`src/rtl/svx_pkg.sv`:
```
package svx_pkg;

   typedef logic [1:0] stride_code_t;

   localparam stride_code_t STRIDE_CODE_TWO = 2'b11;

   // Step applied to the in-bank register index per iteration.
   function automatic logic [1:0] stride_step(input stride_code_t code);
      return (code == STRIDE_CODE_TWO) ? 2'd2 : 2'd1;
   endfunction

endpackage

```
`src/rtl/svx_addr_step.sv`:
```
module svx_addr_step
   import svx_pkg::*;
#(
   parameter int AW         = 5,
   parameter int BANK_LSB   = 3,
   parameter int LEN_W      = 3,
   parameter bit STRIDE2_EN = 1'b1
) (
   input  logic [AW-1:0]    base_i,
   input  stride_code_t     code_i,
   input  logic [LEN_W-1:0] idx_i,
   output logic [AW-1:0]    addr_o
);

   localparam int PW = LEN_W + 2;

   logic [1:0]          step;
   logic [PW-1:0]       prod;
   logic [BANK_LSB-1:0] low;

   generate
      if (STRIDE2_EN) begin : g_stride_sel
         assign step = stride_step(code_i);
      end else begin : g_stride_one
         logic unused_code;
         assign unused_code = ^code_i;
         assign step        = 2'd1;
      end
   endgenerate

   // Wrap inside the bank: only the low bits take the offset.
   assign prod   = PW'(step) * PW'(idx_i);
   assign low    = base_i[BANK_LSB-1:0] + BANK_LSB'(prod);
   assign addr_o = {base_i[AW-1:BANK_LSB], low};

endmodule

```
`src/rtl/svx_seq.sv`:
```
module svx_seq #(
   parameter int LEN_W = 3
) (
   input  logic             clk,
   input  logic             rst_n,
   input  logic             accept_i,
   input  logic [LEN_W-1:0] len_i,
   input  logic             res_valid_i,
   input  logic             res_exc_any_i,
   output logic             active_o,
   output logic             iter_valid_o,
   output logic [LEN_W-1:0] iter_idx_o,
   output logic [LEN_W-1:0] res_idx_o,
   output logic             hit_o
);

   logic             active_q;
   logic             iss_done_q;
   logic [LEN_W-1:0] iss_cnt_q;
   logic [LEN_W-1:0] res_cnt_q;

   assign iter_valid_o = active_q & ~iss_done_q;
   assign iter_idx_o   = iss_cnt_q;
   assign res_idx_o    = res_cnt_q;
   assign active_o     = active_q;
   assign hit_o        = active_q & res_valid_i & res_exc_any_i;

   always_ff @(posedge clk or negedge rst_n) begin
      if (!rst_n) begin
         active_q   <= 1'b0;
         iss_done_q <= 1'b0;
         iss_cnt_q  <= '0;
         res_cnt_q  <= '0;
      end else if (accept_i) begin
         active_q   <= 1'b1;
         iss_done_q <= 1'b0;
         iss_cnt_q  <= '0;
         res_cnt_q  <= '0;
      end else if (active_q) begin
         if (iter_valid_o) begin
            if (iss_cnt_q == len_i) iss_done_q <= 1'b1;
            else                    iss_cnt_q  <= iss_cnt_q + 1'b1;
         end
         if (res_valid_i) begin
            if (res_exc_any_i || (res_cnt_q == len_i)) active_q  <= 1'b0;
            else                                       res_cnt_q <= res_cnt_q + 1'b1;
         end
      end
   end

endmodule

```
`src/rtl/svx_capture.sv`:
```
module svx_capture #(
   parameter int LEN_W = 3,
   parameter int AW    = 5,
   parameter int OPC_W = 8,
   parameter int CW    = 4,
   parameter int W2    = 32,
   localparam int WW   = OPC_W + 3*AW
) (
   input  logic             clk,
   input  logic             rst_n,
   input  logic             hit_i,
   input  logic             clear_i,
   input  logic [CW-1:0]    cause_i,
   input  logic [LEN_W-1:0] len_i,
   input  logic [LEN_W-1:0] idx_i,
   input  logic [OPC_W-1:0] opc_i,
   input  logic [AW-1:0]    dst_i,
   input  logic [AW-1:0]    srcn_i,
   input  logic [AW-1:0]    srcm_i,
   input  logic             slot2_valid_i,
   input  logic [W2-1:0]    slot2_word_i,
   output logic             exc_state_o,
   output logic [CW-1:0]    cause_o,
   output logic [LEN_W-1:0] rem_o,
   output logic [WW-1:0]    word_o,
   output logic             slot2_valid_o,
   output logic [W2-1:0]    slot2_word_o
);

   logic [LEN_W-1:0] left;
   logic [LEN_W-1:0] rem_enc;

   // Iterations after the failing one, stored minus one, floored at zero.
   assign left    = len_i - idx_i;
   assign rem_enc = (left == '0) ? '0 : left - 1'b1;

   always_ff @(posedge clk or negedge rst_n) begin
      if (!rst_n) begin
         exc_state_o   <= 1'b0;
         cause_o       <= '0;
         rem_o         <= '0;
         word_o        <= '0;
         slot2_valid_o <= 1'b0;
         slot2_word_o  <= '0;
      end else if (hit_i) begin
         exc_state_o   <= 1'b1;
         cause_o       <= cause_i;
         rem_o         <= rem_enc;
         word_o        <= {opc_i, dst_i, srcn_i, srcm_i};
         slot2_valid_o <= slot2_valid_i;
         slot2_word_o  <= slot2_valid_i ? slot2_word_i : '0;
      end else if (clear_i && exc_state_o) begin
         exc_state_o   <= 1'b0;
         cause_o       <= '0;
         rem_o         <= '0;
         word_o        <= '0;
         slot2_valid_o <= 1'b0;
         slot2_word_o  <= '0;
      end
   end

endmodule

```
`src/rtl/svx_capture_unit.sv`:
```
module svx_capture_unit
   import svx_pkg::*;
#(
   parameter int LEN_W      = 3,
   parameter int AW         = 5,
   parameter int BANK_LSB   = 3,
   parameter int OPC_W      = 8,
   parameter int CW         = 4,
   parameter int W2         = 32,
   parameter bit STRIDE2_EN = 1'b1,
   localparam int WW        = OPC_W + 3*AW
) (
   input  logic             clk,
   input  logic             rst_n,
   input  logic             dec_valid_i,
   input  logic [OPC_W-1:0] dec_opc_i,
   input  logic [AW-1:0]    dec_dst_i,
   input  logic [AW-1:0]    dec_srcn_i,
   input  logic [AW-1:0]    dec_srcm_i,
   input  logic [LEN_W-1:0] dec_len_i,
   input  logic [1:0]       dec_stride_i,
   output logic             dec_stall_o,
   output logic             iter_valid_o,
   output logic [LEN_W-1:0] iter_idx_o,
   output logic [AW-1:0]    iter_dst_o,
   output logic [AW-1:0]    iter_srcn_o,
   output logic [AW-1:0]    iter_srcm_o,
   input  logic             res_valid_i,
   input  logic [CW-1:0]    res_exc_i,
   input  logic             slot2_valid_i,
   input  logic [W2-1:0]    slot2_word_i,
   input  logic             clear_i,
   output logic             exc_state_o,
   output logic [CW-1:0]    exc_cause_o,
   output logic [LEN_W-1:0] rem_iter_o,
   output logic [WW-1:0]    cap_word_o,
   output logic             slot2_valid_o,
   output logic [W2-1:0]    slot2_word_o
);

   localparam int NFLD = 3;

   generate
      if (BANK_LSB < 1 || BANK_LSB >= AW) begin : g_bad_bank
         $error("BANK_LSB must lie inside the address width");
      end
      if (LEN_W < 1) begin : g_bad_len
         $error("LEN_W must be at least 1");
      end
      if (CW < 1 || OPC_W < 1 || W2 < 1) begin : g_bad_width
         $error("cause, opcode and slot widths must be positive");
      end
   endgenerate

   logic                active;
   logic                accept;
   logic                hit;
   logic [LEN_W-1:0]    res_idx;
   logic [OPC_W-1:0]    opc_q;
   logic [LEN_W-1:0]    len_q;
   stride_code_t        code_q;
   logic [AW-1:0]       dec_addr [NFLD];
   logic [AW-1:0]       base_q   [NFLD];
   logic [AW-1:0]       iter_addr[NFLD];
   logic [AW-1:0]       cap_addr [NFLD];

   assign dec_stall_o = active | exc_state_o;
   assign accept      = dec_valid_i & ~dec_stall_o;

   assign dec_addr[0] = dec_dst_i;
   assign dec_addr[1] = dec_srcn_i;
   assign dec_addr[2] = dec_srcm_i;

   always_ff @(posedge clk or negedge rst_n) begin
      if (!rst_n) begin
         opc_q  <= '0;
         len_q  <= '0;
         code_q <= '0;
      end else if (accept) begin
         opc_q  <= dec_opc_i;
         len_q  <= dec_len_i;
         code_q <= dec_stride_i;
      end
   end

   for (genvar f = 0; f < NFLD; f++) begin : g_fld
      always_ff @(posedge clk or negedge rst_n) begin
         if (!rst_n)      base_q[f] <= '0;
         else if (accept) base_q[f] <= dec_addr[f];
      end

      svx_addr_step #(
         .AW(AW), .BANK_LSB(BANK_LSB), .LEN_W(LEN_W), .STRIDE2_EN(STRIDE2_EN)
      ) u_iter_step (
         .base_i(base_q[f]), .code_i(code_q), .idx_i(iter_idx_o), .addr_o(iter_addr[f])
      );

      svx_addr_step #(
         .AW(AW), .BANK_LSB(BANK_LSB), .LEN_W(LEN_W), .STRIDE2_EN(STRIDE2_EN)
      ) u_cap_step (
         .base_i(base_q[f]), .code_i(code_q), .idx_i(res_idx), .addr_o(cap_addr[f])
      );
   end

   assign iter_dst_o  = iter_addr[0];
   assign iter_srcn_o = iter_addr[1];
   assign iter_srcm_o = iter_addr[2];

   svx_seq #(.LEN_W(LEN_W)) u_seq (
      .clk          (clk),
      .rst_n        (rst_n),
      .accept_i     (accept),
      .len_i        (len_q),
      .res_valid_i  (res_valid_i),
      .res_exc_any_i(|res_exc_i),
      .active_o     (active),
      .iter_valid_o (iter_valid_o),
      .iter_idx_o   (iter_idx_o),
      .res_idx_o    (res_idx),
      .hit_o        (hit)
   );

   svx_capture #(
      .LEN_W(LEN_W), .AW(AW), .OPC_W(OPC_W), .CW(CW), .W2(W2)
   ) u_cap (
      .clk          (clk),
      .rst_n        (rst_n),
      .hit_i        (hit),
      .clear_i      (clear_i),
      .cause_i      (res_exc_i),
      .len_i        (len_q),
      .idx_i        (res_idx),
      .opc_i        (opc_q),
      .dst_i        (cap_addr[0]),
      .srcn_i       (cap_addr[1]),
      .srcm_i       (cap_addr[2]),
      .slot2_valid_i(slot2_valid_i),
      .slot2_word_i (slot2_word_i),
      .exc_state_o  (exc_state_o),
      .cause_o      (exc_cause_o),
      .rem_o        (rem_iter_o),
      .word_o       (cap_word_o),
      .slot2_valid_o(slot2_valid_o),
      .slot2_word_o (slot2_word_o)
   );

endmodule

```
`config.mk`:
```
export PLATFORM = sky130hd
export DESIGN_NAME = svx_capture_unit
export DESIGN_NICKNAME = d
export VERILOG_FILES = /design/src/rtl/svx_pkg.sv /design/src/rtl/svx_addr_step.sv /design/src/rtl/svx_seq.sv /design/src/rtl/svx_capture.sv /design/src/rtl/svx_capture_unit.sv
export SDC_FILE = /design/constraint.sdc
export NUM_CORES = 1
export LEC_CHECK = 0
export ABC_AREA = 1
export BUFFER_PORTS_ARGS = -buffer_cell sky130_fd_sc_hd__buf_2
export CORE_ASPECT_RATIO = 1.25
export CORE_MARGIN = 1.5
export CORE_UTILIZATION = 30
export DETAILED_ROUTE_END_ITERATION = 16
export GPL_TIMING_DRIVEN = 1
export PLACE_DENSITY = 0.54
export SYNTH_ARGS = -nofsm -noshare
export SYNTH_HDL_FRONTEND = slang
export SYNTH_HIERARCHICAL = 1
export SYNTH_SLANG_ARGS = --single-unit
```
`constraint.sdc`:
```
create_clock -name clk -period 5.3 [get_ports clk]
set_clock_uncertainty 0.15 [all_clocks]
set_input_delay 0.795 -clock clk [delete_from_list [all_inputs] [get_ports clk]]
set_output_delay 0.795 -clock clk [all_outputs]
set_load 0.05 [all_outputs]
```
After elaboration in Yosys (flattened, before gate mapping)
Cells that the tools add are included.

Add/subtract/negate cells: 10. Multipliers: 2. Divide/modulo/power cells: 0. Order comparisons: 0. Eq/ne operators: 5. Shifts and indexed selects: 0. Multiplexer cells: 30. Bitwise gates (word level): 7. Reduce and logical (&&, ||, !) cells: 12.

Operator list (count): 32-bit two-way mux (3); 23-bit two-way mux (2); 3-bit two-way mux (11); 3-bit adder (6); 1-bit two-way mux (11); 2-bit nonzero test (5); 3-bit AND reduction (3); 4-bit two-way mux (2); 3-bit by 1-bit adder with 3-bit output, second input constant (2); 3-bit equality test (2); 2-bit by 3-bit multiplier with 3-bit output (2); 1-bit bitwise AND (4); 2-bit inequality test, second input constant (2); 4-bit OR reduction (1); 3-bit logical NOT (1); 3-bit by 1-bit subtractor with 3-bit output, second input constant (1); 3-bit subtractor (1); 2-bit equality test, second input constant (1); 2-bit two-way mux (1); 1-bit inverter (2); 1-bit logical AND (1); 1-bit logical OR (1); 1-bit bitwise OR (1).

Register bits: 100. Bits in latches: 0. Memory bits (writable): 0. Bits in read-only memories: 0. Bits of input ports: 70. Memories: 0.

Longest topological paths before layout
Gate-level depths: netlist of the first run.

Word-level depth: 6. Mapped depth: 12. Gate-level depth less buffers: 12.

Modules after synthesis
Netlist of the first run, hierarchy kept.

Modules (own cells, without submodules): svx_capture (times used 1, cells an instance 174, area each 2476.1 um^2, sequential area each 1601.5 um^2); svx_capture_unit (times used 1, cells an instance 128, area each 1141.1 um^2, sequential area each 700.7 um^2); svx_addr_step (times used 6, cells an instance 34, area each 173.9 um^2, sequential area each 0.0 um^2); svx_seq (times used 1, cells an instance 68, area each 531.8 um^2, sequential area each 200.2 um^2).

Worst setup path after synthesis of the first run
OpenSTA, ideal clock, no wires.

Kind: flip-flop to output port. Start: register code_q[0]. End: output port iter_dst_o[2]. Data arrival time: 2.124 ns. Setup slack: 2.231 ns. Cell stages (with the launch flop): 11. Buffers on the path: 0. Cells stage by stage: dfrtp_1 nand2_2 nand2_1 o21ai_0 ha_1 ha_1 inv_1 nand2_1 nand3_1 nand3_1 nand2_1.

Word-level cells in the longest chain between the ends: 4.

Ends and longest elaborated chain: start: declaration (RTL line svx_capture_unit.sv:61) `stride_code_t code_q;`; start signal: assignment (RTL line svx_capture_unit.sv:82) `code_q <= dec_stride_i;`; 2-bit equality test (RTL line svx_pkg.sv:9) `return (code == STRIDE_CODE_TWO) ? 2'd2 : 2'd1;`; 2-bit two-way mux (RTL line svx_pkg.sv:9); 2-bit by 3-bit multiplier with 3-bit output (RTL line svx_addr_step.sv:32) `assign prod = PW'(step) * PW'(idx_i);`; 3-bit adder (RTL line svx_addr_step.sv:33) `assign low = base_i[BANK_LSB-1:0] + BANK_LSB'(prod);`; end: declaration (RTL line svx_capture_unit.sv:25) `output logic [AW-1:0] iter_dst_o,`.

No other way between the ends.

Worst setup path after layout of the first run
Start: register code_q[1]. End: output port iter_srcm_o[2].

Word-level cells in the longest chain between the ends: 4.

Ends and longest elaborated chain: 2-bit equality test (RTL line svx_pkg.sv:9); 2-bit two-way mux (RTL line svx_pkg.sv:9); 2-bit by 3-bit multiplier with 3-bit output (RTL line svx_addr_step.sv:32); 3-bit adder (RTL line svx_addr_step.sv:33); end: declaration (RTL line svx_capture_unit.sv:27) `output logic [AW-1:0] iter_srcm_o,`.

No other way between the ends.

==> results of run 1 <==
[logic make-up (layout without fill, tap and decap cells)]
| kind of cell | count (synthesis) | count (layout) | synth area share (%) |
|---|---|---|---|
| fa+ha+maj | 24 | 24 | 5.93 |
| flops | 100 | 100 | 48.2 |
| xor+xnor | 7 | 7 | 1.18 |
| buf+inv | 96 | 230 | 9.47 |
| simple gates | 271 | 271 | 22.7 |
| compound gates | 76 | 76 | 12.6 |
[power by group through the flow]
stage / sequential [mW] / combinational, mW / clock, mW
after floorplan: 2.00 / 1.53 / 0
after global placement: 1.39 / 2.62 / 0
after detailed placement: 1.41 / 2.68 / 0
after CTS: 1.40 / 2.69 / 0.711
after global routing: 1.45 / 2.89 / 0.738
final: 1.39 / 2.67 / 0.686
[layer usage]
| metal | routed length (um) | vias to the layer above |
|---|---|---|
| li1 | - | 2173 |
| met1 | 5940 | 2153 |
| met2 | 7100 | 153 |
| met3 | 815 | 15 |
| met4 | 177 | 0 |
| met5 | 0 | - |
[flip-flops by register name, indices dropped and copies added, names as in the netlist, 2 cells and up]
name,count
u_seq/res_idx_o,3
u_cap/slot2_word_o,32
base_q,15
u_seq/iter_idx_o,3
u_cap/cause_o,4
u_cap/word_o,23
u_cap/rem_o,3
len_q,3
opc_q,8
code_q,2
[layout make-up]
type,instances,area (sq um)
fill,1734,10600
sequential,100,2500
multi-input combinational,378,2210
timing repair buffer,157,798
tap,220,275
clock buffer,10,239
inverter,57,216
clock inverter,6,71.3
[cells in the mapped netlist, types with 7 or more instances]
cell type and n:
a22o_1 29, a32o_1 32, buf_2 10, buf_4 15
buf_6 8, dfrtp_1 100, ha_1 23, inv_1 51
nand2_1 175, nand2_2 7, nand3_1 73, nor2_1 7
[critical path: stages (launching register included)]
cell	delay, ps
dfrtp_1	890
nand2_2	150
o21ai_0	260
ha_1	280
ha_1	240
inv_1	80
nand2_1	70
nand3_1	90
nand3_1	80
nand2_1	50
buf_2	250
[through the flow]
step	hold slack [ps]	utilization (%)	setup WS (ps)	instances
3_5_place_dp	310	35.5	1940	912
2_1_floorplan	293	-	2230	574
6_report	328	37.3	1570	928
3_3_place_gp	305	35.5	2130	912
4_1_cts	331	37.3	1570	928
5_1_grt	354	37.3	1370	928
[final timing paths]
path | start | end | slack (ps) | cells after the start
max in group asynchronous | rst_n | base_q[1] | 3610 | 2
max reg2reg | code_q[1] | u_cap/word_o[7] | 2600 | 11
max | code_q[1] | iter_srcm_o[2] | 1570 | 10
min | opc_q[1] | opc_q[1] | 330 | 2
min in group asynchronous | rst_n | u_cap/slot2_word_o[29] | 390 | 1
min reg2reg | opc_q[1] | opc_q[1] | 330 | 2
==> flow_metrics.py, run 1 <==
metrics = {
    "global_routing": {
        "grt_overflow": 0,
        "grt_pass1_vias": 4620,
        "grt_use_total_pct": 15.7,
        "grt_max_degree": 65,
        "use_met1_pct": 18.8,
        "grt_pass1_wl_mm": 22.7,
        "grt_busiest_layer": "met2",
        "grtUsageMet2_pct": 27.8,
        "antenna_found_initial": 0,
        "grt_util_met3_pct": 3.56,
    },
    "floorplanning": {
        "dieArea_sq_um": 18100,
        "rows": 53,
        "die_w_um": 121,
        "core_area_sq_um": 16900,
        "fp.dieH_um": 150,
        "io-pin-count": 154,
        "start_util_pct": 30.7,
    },
    "pwr": {
        "clkPwrFrac_pct": 14.4,
        "powerDensity_nw_per_um2": 753,
        "power_mw": 4.75,
        "ir_drop_v": 0.000280,
        "intPower_mw": 2.19,
        "power_frac_seq_pct": 29.3,
        "p_leak_nw": 3.47,
        "combPwrFrac_pct": 56.2,
        "switching_power_mw": 2.56,
        "p_sw_share_pct": 53.9,
    },
    "worst_setup_path": {
        "critPathKind": "flop to output port",
        "end_kind": "output port",
        "start_kind": "flop",
        "critPathArrivalTime_ps": 2790,
        "worstPathMaxFanout": 25,
        "critPathRequiredTime_ps": 4360,
    },
    "layout": {
        "diodes": 0,
        "drive_above_1_share_pct": 27.4,
        "layout_commonest_cell": "nand2_1",
        "final_cell_mix": "175 x nand2_1, 152 x buf_2, 100 x dfrtp_1",
        "postLayoutCellArea_sq_um": 6310,
        "area_growth_pct": 21.5,
        "final_net_count": 797,
    },
    "cts": {
        "ctsRootBufferMaster": "clkbuf_16",
        "cts_resized": 0,
        "numCtsBuffers": 9,
        "clk_path_buf_depth": 2,
        "path_clk_slew_ps": 70,
        "clock_latency_ps": 340,
        "postCtsHoldBufs": 0,
        "cts_setup_buffers": 0,
        "cts_tree": "done",
        "cts.sinks": 100,
        "cts.htree.levels": 3,
    },
    "logic_synthesis": {
        "synth_cell_type_count": 27,
        "synthesis.nets": 668,
        "yosysTopAreaCell": "dfrtp_1",
        "ys_seq_area_share_pct": 48.2,
        "syn_area_sq_um": 5190,
        "synth_cells": 574,
        "ys_async_sr_fraction_pct": 100,
        "yosys_warnings": 6,
        "ys_ff_latch": 100,
        "synth_edf_count": 0,
        "avgSynthCellArea_sq_um": 9.05,
        "netlist_top_cells_area": "dfrtp_1 48%, nand2_1 13%, nand3_1 7.0%, a32o_1 6.2%, ha_1 5.5%",
        "synth_top_area_share_pct": 48.2,
        "ys_dominant_reg_cell": "dfrtp_1",
    },
    "sta": {
        "fin_tns_setup_ps": 0,
        "tightest_slew_ps": 840,
        "hold_violations": 0,
        "layout_min_cycle_time_ps": 3730,
        "finalMaxSlewViolations": 0,
        "max_freq_ghz": 0.268,
        "period_share_pct": 70.4,
        "rsz0062_at_grt": "no",
        "slew_headroom_pct": 44.0,
        "finalSetupViolCount": 0,
    },
    "route": {
        "drt_iter0_markers": 173,
        "firstDrtPassIters": 4,
        "drcViolationCount": 0,
        "drt-vias-per-instance": 4.84,
        "wl_per_cell_um": 15.1,
        "num_vias": 4494,
        "drt_wl_total_mm": 14.0,
        "ant_nets": 0,
    },
    "placed_design": {
        "dpl-instance-area_sq_um": 6000,
        "dp_hpwl_mm": 9.95,
        "routabilityCongestion": 0.783,
        "io_buffers": 153,
    },
    "flow_run": {
        "timing.max_cap.violations": 0,
    },
    "outcome": {
        "status": "complete, no violations",
    },
    "min_path": {
        "hold_class": "flop to flop",
    },
}
(Power assumes the default switching activity.)
==> run 2, diff against run 1 <==
Clock period 5.3 ns to 3.75 ns, I/O delays scaled along.
==> run 2 against run 1 <==
Core utilization grew 0.059 points. Sequential power is 40% higher. Count of clock-buffer cells in the layout unchanged. Cell area grew 0.16%. Final cell count up 0.32%. Sequential cell count is the same. Combinational power grew 43%. Worst setup slack got worse by 1300 ps. Die area did not move. First-iteration DRC count grew 55%. Global-route usage is 0.63 points higher. Critical path type unchanged. Clock power grew 34%.
==> flow_metrics.py, run 2 (same netlist as run 1, synthesis figures left out) <==
metrics = {
    "route": {
        "drt_wl_total_mm": 14.6,
        "ant_nets": 0,
        "num_vias": 4571,
        "drt-vias-per-instance": 4.91,
        "wl_per_cell_um": 15.7,
        "firstDrtPassIters": 4,
        "drcViolationCount": 0,
        "drt_iter0_markers": 269,
    },
    "pwr": {
        "power_mw": 6.70,
        "p_leak_nw": 3.48,
        "powerDensity_nw_per_um2": 1060,
        "ir_drop_v": 0.000402,
    },
    "global_routing": {
        "grt_use_total_pct": 16.3,
        "grt_pass1_vias": 4698,
        "grt_pass1_wl_mm": 23.5,
        "grt_overflow": 0,
        "antenna_found_initial": 0,
        "grt_max_degree": 65,
    },
    "layout": {
        "final_cell_mix": "175 x nand2_1, 152 x buf_2, 100 x dfrtp_1",
        "postLayoutCoreUtil_pct": 37.4,
        "fin_cells": 931,
        "top_register": "u_cap/slot2_word_o",
        "drive_above_1_share_pct": 27.7,
        "layout_commonest_cell": "nand2_1",
        "top_regs": "u_cap/slot2_word_o (32), u_cap/word_o (23), base_q (15)",
        "diodes": 0,
        "largest_reg_flops": 32,
        "postLayoutCellArea_sq_um": 6320,
        "area_growth_pct": 21.7,
        "final_net_count": 800,
        "fill_cells": 1728,
    },
    "worst_setup_path": {
        "reg2regPathDepth": 11,
        "critPathKind": "flop to output port",
        "end_kind": "output port",
        "r2r_slack_ps": 1060,
        "r2r-start": "code_q[0]",
        "start_kind": "flop",
        "critPathRequiredTime_ps": 3040,
        "r2r-end": "u_cap/word_o[7]",
        "worstPathMaxFanout": 25,
        "crit_start": "code_q[0]",
        "critPathArrivalTime_ps": 2760,
    },
    "outcome": {
        "status": "complete, no violations",
    },
    "placed_design": {
        "dp_hpwl_mm": 9.99,
        "io_buffers": 153,
        "dp_cells": 915,
        "dpl-instance-area_sq_um": 6030,
        "place_ws_ps": 686,
        "routabilityCongestion": 0.768,
    },
    "flow_run": {
        "timing.max_cap.violations": 0,
    },
    "cts": {
        "postCtsHoldBufs": 0,
        "clock_latency_ps": 350,
        "path_clk_slew_ps": 80,
        "clk_path_buf_depth": 2,
        "ctsRootBufferMaster": "clkbuf_16",
        "cts_setup_buffers": 0,
        "numCtsBuffers": 9,
        "cts_tree": "done",
        "cts.sinks": 100,
        "cts_resized": 0,
        "cts.htree.levels": 3,
    },
    "sta": {
        "finalMaxSlewViolations": 0,
        "finalSetupViolCount": 0,
        "holdWs_ps": 37.8,
        "hold_violations": 0,
        "rsz0062_at_grt": "no",
        "period_share_pct": 92.6,
        "tightest_slew_ps": 789,
        "slew_headroom_pct": 47.4,
        "layout_min_cycle_time_ps": 3470,
        "max_freq_ghz": 0.288,
        "setup_ws_ps": 276,
        "fin_tns_setup_ps": 0,
    },
    "floorplanning": {
        "core_area_sq_um": 16900,
        "fp.dieH_um": 150,
        "die_w_um": 121,
        "start_util_pct": 30.7,
        "dieArea_sq_um": 18100,
        "rows": 53,
        "io-pin-count": 154,
    },
    "min_path": {
        "hold_class": "input pin to async pin",
    },
}
## run 2: final cells by class
cell class                 count  area [sq um]  area share, %
inverter                      57           216           3.43
tap                          220           275           4.36
multi-input combinational    378          2210           34.9
clock buffer                  10           239           3.78
timing repair buffer         160           833           13.2
clock inverter                 6          46.3          0.733
sequential                   100          2500           39.6
## run 2: routing by layer
layer / GRT usage [%] / vias to the layer above / routed length, um
li1: - / 2187 / -
met1: 19.9 / 2214 / 6360
met2: 28.3 / 162 / 7180
met3: 4.24 / 8 / 855
met5: 0 / - / 0
met4: 5.00 / 0 / 187
## run 2: power breakdown
part           leakage, nW  total, mW  switching [mW]  internal, mW
clock                0.135      0.918           0.444         0.474
combinational         2.04       3.83            2.78          1.06
sequential            1.30       1.95           0.440          1.51
## run 2: worst max path at each step
stage                          end  cells after the start  slack [ps]
global route         iter_dst_o[2]                     10          80
global placement    iter_srcn_o[2]                     11         810
finish               iter_dst_o[2]                     10         280
floorplan            iter_dst_o[2]                     10         910
detailed placement   iter_dst_o[2]                     10         690
CTS                  iter_dst_o[2]                     10         300
## run 2: critical path, cell delays in order, from the launching register on
cell and delay [ps]:
dfrtp_1 860, nand2_2 160, o21ai_0 250, ha_1 280, ha_1 220, inv_1 80, nand2_1 70, nand3_1 90
nand3_1 80, nand2_1 60, buf_2 250
==> run 3, diff against run 2 <==
Settings changed: PLACE_DENSITY 0.54 to 0.55, SYNTH_HIERARCHICAL 1 to not set.
==> run 3 against run 2 <==
Register-to-register slack better by 400 ps. Via count down 15%. Global-route usage down 1.2 points.
==> flow_metrics.py, run 3 <==
metrics = {
    "cts": {
        "postCtsHoldBufs": 0,
        "cts.htree.levels": 3,
        "clk_path_buf_depth": 2,
        "cts_setup_buffers": 0,
        "clock_latency_ps": 350,
        "path_clk_slew_ps": 70,
        "ctsRootBufferMaster": "clkbuf_16",
        "cts_resized": 0,
        "cts_tree": "done",
        "cts.sinks": 100,
        "numCtsBuffers": 9,
    },
    "sta": {
        "rsz0062_at_grt": "no",
        "layout_min_cycle_time_ps": 3220,
        "max_freq_ghz": 0.311,
        "fin_tns_setup_ps": 0,
        "hold_violations": 0,
        "period_share_pct": 85.8,
        "finalMaxSlewViolations": 0,
        "finalSetupViolCount": 0,
        "tightest_slew_ps": 938,
        "slew_headroom_pct": 37.2,
    },
    "worst_setup_path": {
        "end_kind": "output port",
        "crit_start": "code_q[0]",
        "worstPathMaxFanout": 9,
        "critPathKind": "flop to output port",
        "start_kind": "flop",
        "critPathArrivalTime_ps": 2500,
        "r2r-start": "u_seq.active_o",
        "critPathRequiredTime_ps": 3040,
    },
    "logic_synthesis": {
        "ys_async_sr_fraction_pct": 100,
        "netlist_top_cells_area": "dfrtp_1 53%, nand2_1 16%, nand3_1 6.2%, fa_1 3.0%, o21ai_0 3.0%",
        "synth_top_area_share_pct": 53.0,
        "syn_area_sq_um": 4730,
        "synth_commonest_cells": "207 x nand2_1, 100 x dfrtp_1, 59 x nand3_1",
        "ys_seq_area_share_pct": 53.0,
        "yosysMostFrequentCell": "nand2_1",
        "synth_cells": 530,
        "yosys_warnings": 0,
        "avgSynthCellArea_sq_um": 8.92,
        "ys_ff_latch": 100,
        "synth_edf_count": 0,
        "ys_dominant_reg_cell": "dfrtp_1",
        "synth_cell_type_count": 26,
        "synthesis.nets": 617,
        "yosysTopAreaCell": "dfrtp_1",
    },
    "floorplanning": {
        "die_w_um": 115,
        "dieArea_sq_um": 16500,
        "rows": 51,
        "io-pin-count": 154,
        "core_area_sq_um": 15500,
        "start_util_pct": 30.5,
        "fp.dieH_um": 143,
    },
    "route": {
        "num_vias": 3880,
        "drt_wl_total_mm": 12.1,
        "drcViolationCount": 0,
        "drt-vias-per-instance": 4.40,
        "firstDrtPassIters": 4,
        "drt_iter0_markers": 159,
        "ant_nets": 0,
        "wl_per_cell_um": 13.7,
    },
    "placed_design": {
        "dp_hpwl_mm": 8.61,
        "dp_cells": 866,
        "routabilityCongestion": 0.807,
        "io_buffers": 153,
    },
    "global_routing": {
        "grt_max_degree": 101,
        "grt_use_total_pct": 15.1,
        "grt_overflow": 0,
        "grt_pass1_wl_mm": 19.2,
        "antenna_found_initial": 0,
        "grt_pass1_vias": 3824,
    },
    "outcome": {
        "status": "complete, no violations",
    },
    "layout": {
        "diodes": 0,
        "fill_cells": 1656,
        "layout_commonest_cell": "nand2_1",
        "area_growth_pct": 23.9,
        "final_net_count": 752,
        "largest_reg_flops": 32,
        "top_register": "u_cap.slot2_word_o",
        "drive_above_1_share_pct": 28.8,
        "postLayoutCoreUtil_pct": 37.8,
        "final_cell_mix": "206 x nand2_1, 152 x buf_2, 100 x dfrtp_1",
        "fin_cells": 882,
        "top_regs": "u_cap.slot2_word_o (32), u_cap.word_o (23), base_q (15)",
    },
    "pwr": {
        "ir_drop_v": 0.000910,
        "powerDensity_nw_per_um2": 1050,
        "p_leak_nw": 3.31,
    },
    "min_path": {
        "hold_class": "input pin to async pin",
    },
    "flow_run": {
        "timing.max_cap.violations": 0,
    },
}
==> run 3: cell types whose count changed in the layout (fill, tap and decap cells not counted), sizes merged, moves of 13 or more <==
| cell | before | now |
|---|---|---|
| nand2 | 184 | 209 |
| o21ai | 8 | 29 |
| a22o | 29 | 0 |
| a32o | 32 | 0 |
| inv | 59 | 40 |
| ha | 23 | 10 |
==> run 3: per-stage QoR <==
stage	hold WS [ps]	power (mW)	instance area (sq um)	setup WS [ps]
after floorplan	117	4.52	4730	500
after global placement	309	5.28	5570	1000
after detailed placement	313	5.31	5570	928
after CTS	142	6.24	5850	524
after global routing	169	6.58	5850	385
final	122	6.14	5850	534
==> run 3: area by class of cell <==
type                       instances  area (sq um)  share of cell area (%)
multi-input combinational        360          1850                    31.6
timing repair buffer             156           803                    13.7
inverter                          38           148                    2.52
clock inverter                     7          58.8                    1.00
tap                              212           265                    4.53
clock buffer                       9           225                    3.85
sequential                       100          2500                    42.7
==> run 3: routing by layer <==
layer  up-vias  part of all wire [%]  global-route usage [%]
li1       1932                     -                       -
met1      1803                    46                    19.5
met2       136                    48                    25.2
met3         9                   5.6                    3.37
met4         0                   1.3                    4.87
met5         -                     0                       0
==> run 3: final timing paths <==
path                                          end  slack (ps)  cells past startpoint
min in group clk                         opc_q[4]         250                      3
max                                 iter_dst_o[2]         530                      9
max reg2reg                u_cap.slot2_word_o[18]        1460                      6
max in group asynchronous         u_cap.word_o[0]        2910                      2
min                         u_cap.slot2_word_o[2]         120                      2
min reg2reg                      u_cap.word_o[16]         330                      2
==> run 3: where the power goes <==
part / switching, mW / internal [mW] / total, mW
Sequential: 0.298 / 1.51 / 1.81
Combinational: 2.64 / 0.803 / 3.44
Clock: 0.439 / 0.458 / 0.897
Total: 3.37 / 2.77 / 6.14
==> run 3: worst max-delay path: stages (launching register included) <==
cell	delay (ps)
dfrtp_1	380
nand2_1	220
inv_1	90
nor2_1	190
ha_1	180
inv_1	50
fa_1	400
xnor2_1	190
xor2_1	160
buf_2	280
==> run 3: cells by family (layout without fill, tap and decap cells) <==
kind of cell	after synthesis	count (layout)	synth area share (%)
XOR/XNOR	13	13	2.41
AO/OA/AOI/OAI	31	31	3.42
flip-flops	100	100	53.0
AND/OR/NAND/NOR	299	299	27.7
buffers and inverters	70	210	7.92
adder cells (fa/ha/maj)	17	17	5.61
